`config.mk`:
```
export PLATFORM = sky130hd
export DESIGN_NAME = tg_packer
export DESIGN_NICKNAME = d
export VERILOG_FILES = /design/src/rtl/tgp_pkg.sv /design/src/rtl/tgp_walker.sv /design/src/rtl/tgp_outreg.sv /design/src/rtl/tg_packer.sv
export SDC_FILE = /design/constraint.sdc
export NUM_CORES = 1
export LEC_CHECK = 0
export BUFFER_PORTS_ARGS = -buffer_cell sky130_fd_sc_hd__clkbuf_2
export CORE_AREA = 2 2 137 139
export DETAILED_ROUTE_END_ITERATION = 7
export DIE_AREA = 0 0 139 141
export PLACE_DENSITY = 0.66
export REMOVE_ABC_BUFFERS = 1
export SLEW_MARGIN = 40
export SYNTH_ARGS = -nofsm -noshare
export SYNTH_HDL_FRONTEND = slang
export SYNTH_SLANG_ARGS = --single-unit
```
`constraint.sdc`:
```
create_clock -name clk -period 7.7 [get_ports clk]
set_input_delay 0.77 -clock clk [delete_from_list [all_inputs] [get_ports clk]]
set_output_delay 0.77 -clock clk [all_outputs]
set_load 0.02 [all_outputs]
```
`src/rtl/tgp_pkg.sv`:
```
// Package tgp_pkg
// Shared type codes for the trace group packer. The classifier never
// produces the two trap codes; only the packer inserts them.
package tgp_pkg;
    localparam int unsigned TG_NONE = 0;
    localparam int unsigned TG_EXC  = 1;
    localparam int unsigned TG_IRQ  = 2;
endpackage

```
`src/rtl/tgp_walker.sv`:
```
// Module tgp_walker
// Combinational packing of up to W retiring slots into N groups.
// Assumes: valid slots are contiguous from slot 0, ret_count <= W,
// slot_type is never 1 or 2, at most one trap per cycle.
module tgp_walker #(
    parameter int W    = 4,
    parameter int N    = 2,
    parameter int AW   = 32,
    parameter int LSW  = 1,
    parameter int ITW  = 4,
    parameter int IRW  = 4,
    parameter int CNTW = 3
) (
    input  logic [CNTW-1:0]         ret_count,
    input  logic [W-1:0][AW-1:0]    s_addr,
    input  logic [W-1:0][LSW-1:0]   s_size,
    input  logic [W-1:0][ITW-1:0]   s_type,
    input  logic                    trap_valid,
    input  logic                    trap_irq,
    input  logic [AW-1:0]           trap_addr,
    output logic [N-1:0][AW-1:0]    g_addr,
    output logic [N-1:0][IRW-1:0]   g_hw,
    output logic [N-1:0][LSW-1:0]   g_size,
    output logic [N-1:0][ITW-1:0]   g_type,
    output logic [CNTW-1:0]         acc,
    output logic                    tack
);
    import tgp_pkg::*;

    localparam int GIW  = $clog2(N + 1);
    localparam int GSEL = (N > 1) ? $clog2(N) : 1;

    logic [GIW-1:0] gi;
    logic           open_g;
    logic           full;
    logic [ITW-1:0] ttype;

    assign ttype = trap_irq ? ITW'(TG_IRQ) : ITW'(TG_EXC);

    // Walk slots oldest first, filling groups and then placing the trap.
    always_comb begin
        g_addr = '0;
        g_hw   = '0;
        g_size = '0;
        g_type = '0;
        acc    = '0;
        gi     = '0;
        open_g = 1'b0;
        full   = 1'b0;
        tack   = 1'b0;
        for (int i = 0; i < W; i++) begin
            if (CNTW'(i) < ret_count && !full) begin
                if (gi == GIW'(N)) begin
                    full = 1'b1;
                end else begin
                    if (!open_g) begin
                        g_addr[gi[GSEL-1:0]] = s_addr[i];
                        open_g = 1'b1;
                    end
                    g_hw[gi[GSEL-1:0]]   = g_hw[gi[GSEL-1:0]] + (IRW'(1) << s_size[i]);
                    g_size[gi[GSEL-1:0]] = s_size[i];
                    acc = acc + CNTW'(1);
                    if (s_type[i] != '0) begin
                        g_type[gi[GSEL-1:0]] = s_type[i];
                        gi = gi + GIW'(1);
                        open_g = 1'b0;
                    end
                end
            end
        end
        if (trap_valid && acc == ret_count) begin
            if (open_g) begin
                g_type[gi[GSEL-1:0]] = ttype;
                tack = 1'b1;
            end else if (gi != GIW'(N)) begin
                g_addr[gi[GSEL-1:0]] = trap_addr;
                g_type[gi[GSEL-1:0]] = ttype;
                tack = 1'b1;
            end
        end
    end
endmodule

```
`src/rtl/tgp_outreg.sv`:
```
// Module tgp_outreg
// Registers the packed groups and the unreplicated trap/privilege fields.
// Assumes: inputs are the walker results for the current cycle.
module tgp_outreg #(
    parameter int N   = 2,
    parameter int AW  = 32,
    parameter int LSW = 1,
    parameter int ITW = 4,
    parameter int IRW = 4,
    parameter int CW  = 6,
    parameter int PW  = 3
) (
    input  logic                  clk,
    input  logic                  rst_n,
    input  logic [N-1:0][AW-1:0]  g_addr,
    input  logic [N-1:0][IRW-1:0] g_hw,
    input  logic [N-1:0][LSW-1:0] g_size,
    input  logic [N-1:0][ITW-1:0] g_type,
    input  logic                  tack,
    input  logic                  trap_irq,
    input  logic [CW-1:0]         cause,
    input  logic [AW-1:0]         tval,
    input  logic [PW-1:0]         priv,
    output logic [N-1:0][AW-1:0]  q_addr,
    output logic [N-1:0][IRW-1:0] q_hw,
    output logic [N-1:0][LSW-1:0] q_size,
    output logic [N-1:0][ITW-1:0] q_type,
    output logic [CW-1:0]         q_cause,
    output logic [AW-1:0]         q_tval,
    output logic [PW-1:0]         q_priv
);
    for (genvar g = 0; g < N; g++) begin : g_grp
        // Hold one group's fields for the encoder.
        always_ff @(posedge clk) begin
            if (!rst_n) begin
                q_addr[g] <= '0;
                q_hw[g]   <= '0;
                q_size[g] <= '0;
                q_type[g] <= '0;
            end else begin
                q_addr[g] <= g_addr[g];
                q_hw[g]   <= g_hw[g];
                q_size[g] <= g_size[g];
                q_type[g] <= g_type[g];
            end
        end
    end

    // Hold the shared trap and privilege fields, zero when no trap.
    always_ff @(posedge clk) begin
        if (!rst_n) begin
            q_cause <= '0;
            q_tval  <= '0;
            q_priv  <= '0;
        end else begin
            q_cause <= tack ? cause : '0;
            q_tval  <= (tack && !trap_irq) ? tval : '0;
            q_priv  <= priv;
        end
    end
endmodule

```
`src/rtl/tg_packer.sv`:
```
// Module tg_packer
// Top of the trace group packer: walker plus output registers.
// Assumes: the retire stage re-presents slots beyond acc_count and
// holds a trap until trap_ack.
module tg_packer #(
    parameter int W    = 4,
    parameter int N    = 2,
    parameter int AW   = 32,
    parameter int LSW  = 1,
    parameter int ITW  = 4,
    parameter int CW   = 6,
    parameter int PW   = 3,
    localparam int CNTW  = $clog2(W + 1),
    localparam int MAXHW = 1 << ((1 << LSW) - 1),
    localparam int IRW   = $clog2(W * MAXHW + 1)
) (
    input  logic                  clk,
    input  logic                  rst_n,
    input  logic [CNTW-1:0]       ret_count,
    input  logic [W-1:0][AW-1:0]  slot_addr,
    input  logic [W-1:0][LSW-1:0] slot_size,
    input  logic [W-1:0][ITW-1:0] slot_type,
    input  logic                  trap_valid,
    input  logic                  trap_irq,
    input  logic [CW-1:0]         trap_cause,
    input  logic [AW-1:0]         trap_tval,
    input  logic [AW-1:0]         trap_addr,
    input  logic [PW-1:0]         priv_in,
    output logic [CNTW-1:0]       acc_count,
    output logic                  trap_ack,
    output logic [N-1:0][AW-1:0]  grp_iaddr,
    output logic [N-1:0][IRW-1:0] grp_iretire,
    output logic [N-1:0][LSW-1:0] grp_ilastsize,
    output logic [N-1:0][ITW-1:0] grp_itype,
    output logic [CW-1:0]         out_cause,
    output logic [AW-1:0]         out_tval,
    output logic [PW-1:0]         out_priv
);
    logic [N-1:0][AW-1:0]  w_addr;
    logic [N-1:0][IRW-1:0] w_hw;
    logic [N-1:0][LSW-1:0] w_size;
    logic [N-1:0][ITW-1:0] w_type;

    tgp_walker #(.W(W), .N(N), .AW(AW), .LSW(LSW), .ITW(ITW), .IRW(IRW), .CNTW(CNTW)) u_walk (
        .ret_count (ret_count),
        .s_addr    (slot_addr),
        .s_size    (slot_size),
        .s_type    (slot_type),
        .trap_valid(trap_valid),
        .trap_irq  (trap_irq),
        .trap_addr (trap_addr),
        .g_addr    (w_addr),
        .g_hw      (w_hw),
        .g_size    (w_size),
        .g_type    (w_type),
        .acc       (acc_count),
        .tack      (trap_ack)
    );

    tgp_outreg #(.N(N), .AW(AW), .LSW(LSW), .ITW(ITW), .IRW(IRW), .CW(CW), .PW(PW)) u_oreg (
        .clk     (clk),
        .rst_n   (rst_n),
        .g_addr  (w_addr),
        .g_hw    (w_hw),
        .g_size  (w_size),
        .g_type  (w_type),
        .tack    (trap_ack),
        .trap_irq(trap_irq),
        .cause   (trap_cause),
        .tval    (trap_tval),
        .priv    (priv_in),
        .q_addr  (grp_iaddr),
        .q_hw    (grp_iretire),
        .q_size  (grp_ilastsize),
        .q_type  (grp_itype),
        .q_cause (out_cause),
        .q_tval  (out_tval),
        .q_priv  (out_priv)
    );

    AST_ACC_BOUND: assert property (@(posedge clk) disable iff (!rst_n)
        acc_count <= ret_count);
    AST_TRAP_ALL: assert property (@(posedge clk) disable iff (!rst_n)
        trap_ack |-> (trap_valid && acc_count == ret_count));
    AST_CAUSE_SRC: assert property (@(posedge clk) disable iff (!rst_n)
        (out_cause != '0) |-> $past(trap_ack));
    AST_PRIV_DLY: assert property (@(posedge clk) disable iff (!rst_n)
        1'b1 |=> (out_priv == $past(priv_in)));

    for (genvar g = 0; g < N - 1; g++) begin : g_chk
        AST_TRAP_NEWEST: assert property (@(posedge clk) disable iff (!rst_n)
            (grp_itype[g] == ITW'(1) || grp_itype[g] == ITW'(2))
            |-> (grp_iretire[g+1] == '0 && grp_itype[g+1] == '0));
        AST_LOW_FIRST: assert property (@(posedge clk) disable iff (!rst_n)
            (grp_iretire[g+1] != '0 || grp_itype[g+1] != '0)
            |-> (grp_iretire[g] != '0 || grp_itype[g] != '0));
    end
endmodule

```
==> impl_metrics.tcl, run 1 <==
set metrics [dict create \
    drc_errors 0 \
    ff_latch_area_um2 2460 \
    p_int_w 0.00145 \
    ant_nets 0 \
    layout.cells.non_filler 1369 \
    hold_start "trap_tval[9]" \
    path_clk_slew_ns 0.06 \
    cp_top_family "simple AND/OR/NAND/NOR gates" \
    swShare 0.343 \
    num_vias 7661 \
    path_buf_inv 5 \
    cts.sinks 123 \
    grt_setup_unrepaired "no" \
    peakVddDrop_mv 0.150 \
    maxSlewHeadroom 0.459 \
    grt_busiest_layer "met2" \
    syn_area_um2 6460 \
    syn_inst 804 \
    pwr-share-clk 0.390 \
    start_kind "primary input" \
    gp_congestion 0.921 \
    grt_max_degree 82 \
    critical_path_class "in2out" \
    num-nets-final 1361 \
    numCtsBuffers 17 \
    die-width_um 139 \
    worstPathArrival_ns 5.85 \
    cts-root-buf "clkbuf_16" \
    p_total_w 0.00220 \
    power_density_nw_per_um2 242 \
    drive_above_1_share 0.377 \
    post-route-period-util 0.860 \
    seqPwrFrac 0.327 \
    cts_resized 0 \
    wl_per_cell_um 19.3 \
    clockBufferDepth 2 \
    dp.cells 1336 \
    design.core.area_um2 18300 \
    ys_seq_area_frac 0.381 \
    hold_buffers 0 \
    numPortBuffers 354 \
    grt_pass1_vias 7107 \
    worstPathCellList "clkbuf_2, nor2_2, inv_2, nor2_1, nor2_1, ha_1, a22o_1, clkinv_8, ha_1, nor3_2, xnor2_4, inv_2, ha_1, or3b_2, o21a_1, mux2i_1, and2_1, clkbuf_2" \
    cts_setup_buffers 0 \
    die_y_um 141 \
    setup_viol 0 \
    synth_seq_cells 123 \
    status "finished clean" \
    cp.required_ns 6.93 \
    synth_cell_types 62 \
    cts_tree "yes" \
    rows 50 \
    area_growth_pct 40.8 \
    yosysWarnings 0 \
    crit_slowest_cell "nor3_2" \
    slew_violations 0 \
    comb_power_share 0.283 \
    critPathLaunch "ret_count[2]" \
    multiInputGateArea_um2 3700 \
    grt_usage 0.257 \
    vias_per_cell 5.60 \
    dp_hpwl_um 19000 \
    setup_tns_ns 0 \
    wl_um 26400 \
    cellLeakagePower_nw 4.37 \
    fmax_mhz 151 \
    switchingPower_w 0.000754 \
    start_util 0.353 \
    hold_viol_final 0 \
    dr.first_iter.drc_count 616 \
    fin_hold_ws_ns 0.548 \
    yosys_most_used_dff "dfxtp_1" \
    async_reset_ff_frac 0 \
    cts_htree_levels 4 \
    min_period_ns 6.62 \
    grt_antenna_before_repair 1 \
    grt_overflow_total 0 \
    grt_util_met1 0.330 \
    crit_path_frequent_cell "ha_1" \
    hp-class "in2reg" \
    use_met3 0.0632 \
    fillers 1804 \
    avgSynthCellArea_um2 8.03 \
    dr.pass1.iters 6 \
    max_stage_delay_ns 0.61 \
    cp-end-kind "output pin" \
    grt_pass1_wl_um 39600 \
    io_pins 355 \
    dieArea_um2 19600 \
    synth_edf_count 0 \
    drv_cap 0 \
    grt_use_met2 0.417 \
    crit_fanout 14 \
    worstMarginPinSlew_ns 0.811 \
]
[area by class of cell]
cell class                 instances  share of cell area
sequential                       123               0.271
timing repair buffer             373               0.215
antenna                            1            0.000275
multi-input combinational        593               0.406
inverter                          13             0.00674
clock buffer                      17              0.0468
clock inverter                    15              0.0222
tap                              234              0.0322
[layer usage]
| layer | vias up | share of wire |
|---|---|---|
| li1 | 3601 | - |
| met1 | 3572 | 0.40 |
| met2 | 430 | 0.48 |
| met3 | 58 | 0.088 |
| met4 | 0 | 0.026 |
| met5 | - | 0 |
[path summary, 6_finish.rpt]
check	end	slack (ns)	cells past startpoint
hold / removal	u_oreg.q_tval[9]	0.55	2
setup / recovery	trap_ack	1.08	18
[flip-flops by register name, summed over array words and instances, names as in the netlist]
register        cells
u_oreg.q_cause      6
u_oreg.q_addr      64
u_oreg.q_tval      32
u_oreg.q_size       2
u_oreg.q_hw         8
u_oreg.q_type       8
u_oreg.q_priv       3
[power by group through the flow]
| stage | registers (W) | logic (W) | clock network (W) |
|---|---|---|---|
| floorplan | 0.000812 | 0.000260 | 0 |
| global placement | 0.000735 | 0.000602 | 0 |
| detailed placement | 0.000735 | 0.000616 | 0 |
| CTS | 0.000721 | 0.000618 | 0.000870 |
| global route | 0.000725 | 0.000667 | 0.000900 |
| finish | 0.000721 | 0.000622 | 0.000858 |
[synthesized netlist by cell type, types with 10 or more instances]
| cell type | n | area [um2] |
|---|---|---|
| dfxtp_1 | 123 | 2460 |
| nand2_1 | 90 | 338 |
| a31oi_1 | 66 | 413 |
| a22o_1 | 65 | 569 |
| clkbuf_1 | 61 | 229 |
| nor2_1 | 55 | 206 |
| and2_1 | 46 | 288 |
| nand3_1 | 45 | 225 |
| o21ai_0 | 38 | 190 |
| nor3_1 | 37 | 185 |
| nand4_1 | 33 | 206 |
| a21oi_1 | 14 | 70.1 |
| a211oi_1 | 10 | 75.1 |
| inv_1 | 10 | 37.5 |
[through the flow]
stage | worst slack [ns] | cell area, um2 | util
finish | 1.08 | 9090 | 0.498
detailed placement | 0.873 | 8460 | 0.463
global placement | 1.11 | 8400 | 0.460
floorplan | 0.618 | 6150 | -
CTS | 1.14 | 9090 | 0.498
global route | 0.760 | 9090 | 0.498
[cells in the final DEF (no fill, tap or decap), types with 13 or more instances in the layout]
cell type and count:
nand4_1 33, a22o_1 65, dfxtp_1 123, buf_4 17, o21ai_0 38, clkbuf_2 353, and2_1 46, clkbuf_16 17
nor3_1 36, nand2_1 90, nand3_1 44, a31oi_1 66, a21oi_1 13, nor2_1 53
[cell families (layout without fill, tap and decap cells)]
kind of cell             count (synthesis)  count (layout)  synth area share
XOR/XNOR                                 8               8            0.0138
multiplexers                             9               9            0.0140
flip-flops                             123             123             0.381
adder cells (fa/ha/maj)                 12              12            0.0267
buffers and inverters                   88             418            0.0566
AND/OR/NAND/NOR                        337             337             0.260
other                                    0               1                 0
AO/OA/AOI/OAI                          227             227             0.248
Power figures use the tool's default switching activity.
==> inputs of run 2 (changes only) <==
--- a/config.mk
+++ b/config.mk
@@ -9,6 +9,7 @@
 export CORE_AREA = 2 2 137 139
 export DETAILED_ROUTE_END_ITERATION = 7
 export DIE_AREA = 0 0 139 141
+export GPL_TIMING_DRIVEN = 0
 export PLACE_DENSITY = 0.66
 export REMOVE_ABC_BUFFERS = 1
 export SLEW_MARGIN = 40
==> impl_metrics.tcl, run 2 (synthesis gave the netlist of run 1 again) <==
set metrics [dict create \
    status "finished clean" \
    final_common_cell "clkbuf_2" \
    pre_cts_ws_ns -0.343 \
    fin_hold_ws_ns 0.551 \
    path_clk_slew_ns 0.07 \
    fmax_mhz 139 \
    grt_pass1_wl_um 39900 \
    cts_resized 0 \
    start_kind "primary input" \
    cts.sinks 123 \
    num_vias 7589 \
    grt_usage 0.258 \
    start_util 0.353 \
    cp-end-kind "register" \
    wl_per_cell_um 19.2 \
    layout_common_cells "clkbuf_2, dfxtp_1, nand2_1" \
    dr.first_iter.drc_count 682 \
    vias_per_cell 5.52 \
    largestRegisters "u_oreg.q_addr (64), u_oreg.q_tval (32)" \
    grt_setup_unrepaired "no" \
    wl_um 26400 \
    hold_viol_final 0 \
    cts_htree_levels 4 \
    worstPathArrival_ns 7.43 \
    drv_cap 0 \
    hold_buffers 0 \
    grt_overflow_total 0 \
    gp_congestion 0.874 \
    p_total_w 0.00220 \
    rows 50 \
    worstMarginPinSlew_ns 0.906 \
    num-nets-final 1366 \
    grt_max_degree 78 \
    dr.pass1.iters 7 \
    pwr-share-clk 0.377 \
    design.core.area_um2 18300 \
    swShare 0.348 \
    post-route-period-util 0.934 \
    min_period_ns 7.19 \
    cts_tree "yes" \
    layout.cells.non_filler 1374 \
    clockBufferDepth 2 \
    fillers 1796 \
    grt_pass1_vias 7305 \
    setup_viol 0 \
    slew_violations 0 \
    dp_hpwl_um 19400 \
    switchingPower_w 0.000764 \
    layout_setup_ws_ns 0.506 \
    crit_fanout 32 \
    area_growth_pct 44.3 \
    cts-root-buf "clkbuf_16" \
    p_int_w 0.00143 \
    cp.required_ns 7.94 \
    regMostFlops "u_oreg.q_addr" \
    largest_reg_flops 64 \
    drive_above_1_share 0.387 \
    dieArea_um2 19600 \
    comb_power_share 0.296 \
    io_pins 355 \
    hp-class "in2reg" \
    numPortBuffers 354 \
    dp.cells 1341 \
    peakVddDrop_mv 0.147 \
    critPathLaunch "ret_count[2]" \
    critical_path_class "in2reg" \
    power_density_nw_per_um2 236 \
    cp-endpoint "u_oreg.q_addr[18]" \
    numCtsBuffers 17 \
    ant_nets 0 \
    die_y_um 141 \
    maxSlewHeadroom 0.390 \
    die-width_um 139 \
    seqPwrFrac 0.327 \
    drc_errors 0 \
    grt_antenna_before_repair 1 \
    cts_setup_buffers 0 \
    cellLeakagePower_nw 4.46 \
]
-- run 2: how the worst min path moves through the flow --
stage | from | end | slack [ns] | depth (start not counted)
2_1_floorplan | trap_cause[0] | u_oreg.q_cause[0] | 0.89 | 1
3_3_place_gp | trap_tval[3] | u_oreg.q_tval[3] | 0.97 | 2
3_5_place_dp | trap_tval[2] | u_oreg.q_tval[2] | 0.97 | 2
4_1_cts | trap_tval[8] | u_oreg.q_tval[8] | 0.53 | 2
5_1_grt | trap_tval[26] | u_oreg.q_tval[26] | 0.53 | 2
6_report | trap_tval[17] | u_oreg.q_tval[17] | 0.55 | 2
-- run 2: through the flow --
step           cell area, um2  utilization  TNS (ns)
2_1_floorplan            6150            -         0
6_report                 9320        0.510         0
3_5_place_dp             8700        0.476     -6.44
3_3_place_gp             8220        0.450   -239.41
5_1_grt                  9320        0.510         0
4_1_cts                  9300        0.509         0
-- run 2: layout make-up --
class	count	area [um2]	area share
timing repair buffer	378	2140	0.230
multi-input combinational	593	3750	0.403
inverter	13	61.3	0.00658
clock buffer	17	425	0.0457
tap	234	293	0.0314
antenna	1	2.50	0.000269
sequential	123	2460	0.264
clock inverter	15	178	0.0191
-- run 2: routing by layer --
| metal | track usage | part of all wire | up-vias |
|---|---|---|---|
| li1 | - | - | 3612 |
| met1 | 0.327 | 0.41 | 3502 |
| met2 | 0.427 | 0.48 | 418 |
| met3 | 0.0591 | 0.076 | 57 |
| met4 | 0.105 | 0.026 | 0 |
| met5 | 0 | 0 | - |
-- run 2: power groups by stage --
stage | clock network (W) | logic (W) | registers [W]
2_1_floorplan | 0 | 0.000260 | 0.000812
3_5_place_dp | 0 | 0.000645 | 0.000733
6_report | 0.000828 | 0.000652 | 0.000719
3_3_place_gp | 0 | 0.000594 | 0.000732
4_1_cts | 0.000842 | 0.000647 | 0.000719
5_1_grt | 0.000872 | 0.000698 | 0.000724
-- run 2: worst max-delay path: stages --
cell	delay, ns
clkbuf_2	0.21
nor2_2	0.45
inv_2	0.18
nor2_1	0.30
nor2_1	0.10
ha_1	0.47
a22o_2	0.39
clkinv_8	0.12
ha_1	0.41
nor3_4	0.54
xnor2_4	0.31
buf_16	0.22
inv_2	0.13
ha_1	0.27
or3b_2	0.55
nor2_1	0.38
nand2_1	0.16
o21ai_4	0.25
buf_8	0.26
and2_2	0.60
o21ai_0	0.32
